$ cat src/rtl/mbx_pkg.sv
package mbx_pkg;
    localparam int unsigned BUS_W    = 32;
    localparam int unsigned ADDR_W   = 16;
    localparam int unsigned CMD_W    = 16;
    localparam int unsigned BUSY_BIT = BUS_W - 1;
    localparam int unsigned PAD_W    = BUS_W - CMD_W - 1;

    localparam logic [ADDR_W-1:0] OFS_DATA  = 16'h5810;
    localparam logic [ADDR_W-1:0] OFS_IFACE = 16'h5818;

    localparam logic [CMD_W-1:0] CMD_HINT_SET = 16'h000F;
    localparam logic [CMD_W-1:0] CMD_HINT_GET = 16'h000E;

    typedef enum logic [1:0] {
        RSEL_NONE  = 2'd0,
        RSEL_DATA  = 2'd1,
        RSEL_IFACE = 2'd2
    } rsel_t;

    typedef struct packed {
        logic             busy;
        logic [CMD_W-1:0] cmd;
        logic [BUS_W-1:0] data;
        logic [BUS_W-1:0] hint;
        logic [BUS_W-1:0] rdata;
    } mbx_state_t;
endpackage

$ cat src/rtl/mbx_bus_decode.sv
module mbx_bus_decode
    import mbx_pkg::*;
(
    input  logic [ADDR_W-1:0] addr,
    input  logic              wr,
    output logic              wr_data_hit,
    output logic              wr_iface_hit,
    output rsel_t             rsel
);
    logic is_data;
    logic is_iface;

    always_comb begin
        is_data      = (addr == OFS_DATA);
        is_iface     = (addr == OFS_IFACE);
        wr_data_hit  = wr && is_data;
        wr_iface_hit = wr && is_iface;
        if (is_data) begin
            rsel = RSEL_DATA;
        end else if (is_iface) begin
            rsel = RSEL_IFACE;
        end else begin
            rsel = RSEL_NONE;
        end
    end
endmodule

$ cat src/rtl/mbx_latency_timer.sv
module mbx_latency_timer #(
    parameter int unsigned LATENCY = 4
) (
    input  logic clk,
    input  logic rst_n,
    input  logic start,
    input  logic busy,
    output logic expire
);
    localparam int unsigned CNT_W = (LATENCY < 2) ? 1 : $clog2(LATENCY);
    localparam logic [CNT_W-1:0] CNT_LOAD = CNT_W'(LATENCY - 1);

    logic [CNT_W-1:0] cnt_d;
    logic [CNT_W-1:0] cnt_q;

    always_comb begin
        cnt_d = cnt_q;
        if (start) begin
            cnt_d = CNT_LOAD;
        end else if (busy && (cnt_q != '0)) begin
            cnt_d = cnt_q - 1'b1;
        end
        expire = busy && (cnt_q == '0);
    end

    always_ff @(posedge clk or negedge rst_n) begin
        if (!rst_n) begin
            cnt_q <= '0;
        end else begin
            cnt_q <= cnt_d;
        end
    end
endmodule

$ cat src/rtl/hint_mailbox.sv
module hint_mailbox
    import mbx_pkg::*;
#(
    parameter int unsigned LATENCY = 4
) (
    input  logic              clk,
    input  logic              rst_n,
    input  logic [15:0]       bus_addr,
    input  logic              bus_wr,
    input  logic              bus_rd,
    input  logic [31:0]       bus_wdata,
    output logic [31:0]       bus_rdata
);
    mbx_state_t st_d;
    mbx_state_t st_q;

    logic  wr_data_hit;
    logic  wr_iface_hit;
    rsel_t rsel;
    logic  start;
    logic  expire;

    mbx_bus_decode u_dec (
        .addr         (bus_addr),
        .wr           (bus_wr),
        .wr_data_hit  (wr_data_hit),
        .wr_iface_hit (wr_iface_hit),
        .rsel         (rsel)
    );

    mbx_latency_timer #(
        .LATENCY (LATENCY)
    ) u_tmr (
        .clk    (clk),
        .rst_n  (rst_n),
        .start  (start),
        .busy   (st_q.busy),
        .expire (expire)
    );

    always_comb begin
        st_d  = st_q;
        start = wr_iface_hit && bus_wdata[BUSY_BIT] && !st_q.busy;

        if (wr_data_hit && !st_q.busy) begin
            st_d.data = bus_wdata;
        end

        if (start) begin
            st_d.busy = 1'b1;
            st_d.cmd  = bus_wdata[CMD_W-1:0];
        end

        if (expire) begin
            st_d.busy = 1'b0;
            case (st_q.cmd)
                CMD_HINT_SET: st_d.hint = st_q.data;
                CMD_HINT_GET: st_d.data = st_q.hint;
                default:      st_d.data = '0;
            endcase
        end

        if (bus_rd) begin
            case (rsel)
                RSEL_DATA:  st_d.rdata = st_q.data;
                RSEL_IFACE: st_d.rdata = {st_q.busy, {PAD_W{1'b0}}, st_q.cmd};
                default:    st_d.rdata = '0;
            endcase
        end
    end

    always_ff @(posedge clk or negedge rst_n) begin
        if (!rst_n) begin
            st_q <= '0;
        end else begin
            st_q <= st_d;
        end
    end

    assign bus_rdata = st_q.rdata;
endmodule

$ cat config.mk
export PLATFORM = sky130hd
export DESIGN_NAME = hint_mailbox
export DESIGN_NICKNAME = d
export VERILOG_FILES = /design/src/rtl/mbx_pkg.sv /design/src/rtl/mbx_bus_decode.sv /design/src/rtl/mbx_latency_timer.sv /design/src/rtl/hint_mailbox.sv
export SDC_FILE = /design/constraint.sdc
export NUM_CORES = 1
export LEC_CHECK = 0
export BUFFER_PORTS_ARGS = -buffer_cell sky130_fd_sc_hd__buf_2
export CAP_MARGIN = 40
export CORE_MARGIN = 3
export CORE_UTILIZATION = 45
export CTS_CLUSTER_DIAMETER = 80
export DETAILED_ROUTE_END_ITERATION = 12
export PLACE_DENSITY = 0.72
export SKIP_CTS_REPAIR_TIMING = 1
export SYNTH_ARGS = -nofsm -noshare
export SYNTH_HDL_FRONTEND = slang
export SYNTH_SLANG_ARGS = --single-unit
$ cat constraint.sdc
create_clock -name clk -period 6.3 [get_ports clk]
set_input_delay 0.63 -clock clk [delete_from_list [all_inputs] [get_ports clk]]
set_output_delay 0.63 -clock clk [all_outputs]
set_load 0.1 [all_outputs]
==> metrics.csv <==
stage,metric,value,unit
critical_path,cp_slowest_cell,and4_1,
synthesis,synthCells,455,
power,p_per_area,269,mW/mm^2
routing,top_layer,met4,
critical_path,path_cells,or4b_1 -> nor4_4 -> and4_1 -> buf_4 -> mux2_1,
sta,finalCritPeriodShare,47.0,%
routing,remaining_drc_errors,0,
global_routing,grt_pass1_vias,3926,
die,coreArea,0.0111,mm^2
sta,slew_headroom,45.0,%
critical_path,slowest_delay,0.75,ns
synthesis,yosys_register_bits,115,
synthesis,ys_seq_area_share,55.2,%
layout,fillers,941,
synthesis,yosys.area_share.simple,13.9,%
sta,fmax,338,MHz
sta,drv_slew,0,
sta,layout_setup_ws,3.34,ns
critical_path,crit_required,6.58,ns
critical_path,crit_type,reg -> reg,
sta,period_minus_slack,2.96,ns
cts,clock_sinks,115,
cts,cts_tree,built,
cts,path_clk_slew,0.05,ns
sta,finClkSkew,0.00879,ns
cts,cts_buffers,17,
synthesis,synthDistinctLibCells,37,
sta,rsz0062_at_grt,no,
placement,dp_hpwl,7.90,mm
sta,setup_viol,0,
global_routing,grt_pass1_wl,19.8,mm
placement,place_ws,3.32,ns
global_routing,overflow,0,
placement,dp.cells,628,
sta,tns,0,ns
layout,antennaDiodeCount,0,
worst_hold_path,min_path_type,in -> async,
layout,instances_no_fill,657,
synthesis,muxShareOfSynthArea,10.4,%
synthesis,synth-compound-area-share,10.2,%
global_routing,antenna_found_initial,0,
power,p_leak,3.20,nW
synthesis,synthesis.nets,508,
routing,dr.pass1.iters,4,
global_routing,grt_use_total,19.7,%
layout,fin_util,54.9,%
die,start_util,47.1,%
critical_path,cp_top_family,simple AND/OR/NAND/NOR gates,
synthesis,synth_top_family_by_area,simple AND/OR/NAND/NOR gates,
synthesis,avgSynthCellArea,11.5,um^2
routing,ant_nets,0,
die,rows,38,
critical_path,crit_path_max_fanout,17,
routing,wl,12.0,mm
routing,wl_met2,6.09,mm
power,vdd_drop_max,0.197,mV
critical_path,crit_start,st_q[101],
critical_path,r2r-start,st_q[101],
routing,routedWlPerCell,18.3,um
cts,clock_latency,0.41,ns
layout,drive_above_1_share,28.6,%
die,die_w,114,um
job,drv_cap,0,
layout,area_growth,16.7,%
die,die_area,0.0129,mm^2
global_routing,grt_start_max_net_pins,70,
cts,cts_root_buf,clkbuf_16,
routing,wl_met1,5.08,mm
critical_path,cp-end-kind,flip-flop,
cts,clockBufferDepth,2,
layout,nets,560,
routing,wl_met3,737,um
cts,htree_levels,4,
synthesis,syn_area,0.00522,mm^2
placement,finalWeightedCongestion,0.766,
critical_path,path_buf_inv,1,
synthesis,yosysWarnings,0,
die,ioPinCount,84,
routing,viasPerCell,5.60,
die,die_y,114,um
synthesis,synthAdderAreaFrac,0.240,%
routing,dr_total_vias,3678,
sta,final-hold-violation-count,0,
synthesis,synthXorXnorAreaFrac,0.168,%
critical_path,crit_path_start_kind,flip-flop,
outcome,status,"finished, final reports clean",
routing,drt_iter0_drc,222,
sta,worstMarginPinSlew,0.821,ns
critical_path,cp.arrival,3.24,ns
placement,port_buffers,83,
-- metal layers --
metal / up-vias / global-route usage [%]
met3: 14 / 5.41
met2: 110 / 33.8
met5: - / 0
li1: 1694 / -
met1: 1860 / 24.0
met4: 0 / 6.73
-- cells in the mapped netlist (all sizes together) --
master / count / area share (%)
or2: 1 / 0.12
nor3: 18 / 1.8
nor4b: 1 / 0.17
and4b: 1 / 0.19
nand2: 2 / 0.14
xnor2: 1 / 0.17
inv: 36 / 2.6
nand4bb: 1 / 0.22
nor3b: 1 / 0.14
mux2: 48 / 10
o2bb2ai: 1 / 0.17
clkbuf: 23 / 1.7
o21ai: 1 / 0.096
nand3: 64 / 6.1
dfrtp: 115 / 55
ha: 1 / 0.24
nor2b: 18 / 2.2
nor4: 3 / 0.65
a211o: 17 / 2.9
or4b: 4 / 0.77
and4: 1 / 0.17
nand2b: 3 / 0.36
nor2: 4 / 0.29
and3: 1 / 0.12
nor4bb: 1 / 0.19
o211ai: 32 / 4.6
nand4: 1 / 0.12
buf: 39 / 5.7
a22o: 15 / 2.5
or3: 1 / 0.12
-- cells by family after synthesis --
logic type | count (synthesis)
compound gates | 66
xor+xnor | 1
fa+ha+maj | 1
buf+inv | 98
flops | 115
mux | 48
simple gates | 126
-- worst register-to-register path: stages, from the launching register on --
cell     delay, ns
dfrtp_1       0.40
or4b_1        0.62
nor4_4        0.31
and4_1        0.75
buf_4         0.40
mux2_1        0.37
-- path summary, 6_finish.rpt --
path                              to  slack [ns]  cells after the start
min                         st_q[94]        0.03                      1
max reg2reg                 st_q[42]        3.34                      5
min in group clk           st_q[107]        0.48                      2
min reg2reg                 st_q[55]        0.49                      1
max                         st_q[42]        3.34                      5
max in group asynchronous  st_q[111]        5.54                      2
-- power breakdown --
part	leakage (nW)	switching (mW)	internal (mW)
Clock	0.270	0.309	0.542
Sequential	1.43	0.000150	0.740
Combinational	1.50	0.0282	0.0154
-- cell type report --
class	instances	area, um^2	share of cell area, %
clock buffer	23	498	8.18
inverter	36	135	2.22
sequential	115	2880	47.3
multi-input combinational	242	1830	30.1
tap	140	175	2.88
timing repair buffer	95	539	8.86
clock inverter	6	30.0	0.493
-- flip-flops by register name, indices dropped and copies added (netlist names) --
| register | count |
|---|---|
| u_tmr.cnt_q | 2 |
| bus_rdata | 32 |
| st_q | 81 |
-- per-stage QoR --
stage          cell area (um^2)  total power, mW  hold WS, ns
2_1_floorplan              5220            0.759        0.334
3_3_place_gp               5500            0.793        0.466
3_5_place_dp               5560            0.797        0.455
4_1_cts                    6090             1.65       0.0176
5_1_grt                    6090             1.69       0.0186
6_report                   6090             1.64       0.0300
-- cell usage in the layout (no fill, tap or decap), types with 10 or more instances in the layout --
cell	Yosys	final
buf_4	33	10
clkbuf_16	0	17
mux2_1	30	30
o211ai_1	32	32
a22o_1	15	15
mux2_2	18	18
nor2b_1	18	18
a211o_1	17	17
nand3_1	64	64
inv_1	36	36
buf_2	2	82
nor3_1	17	17
dfrtp_1	115	115
Note: power is estimated with default switching activity, not from simulation.
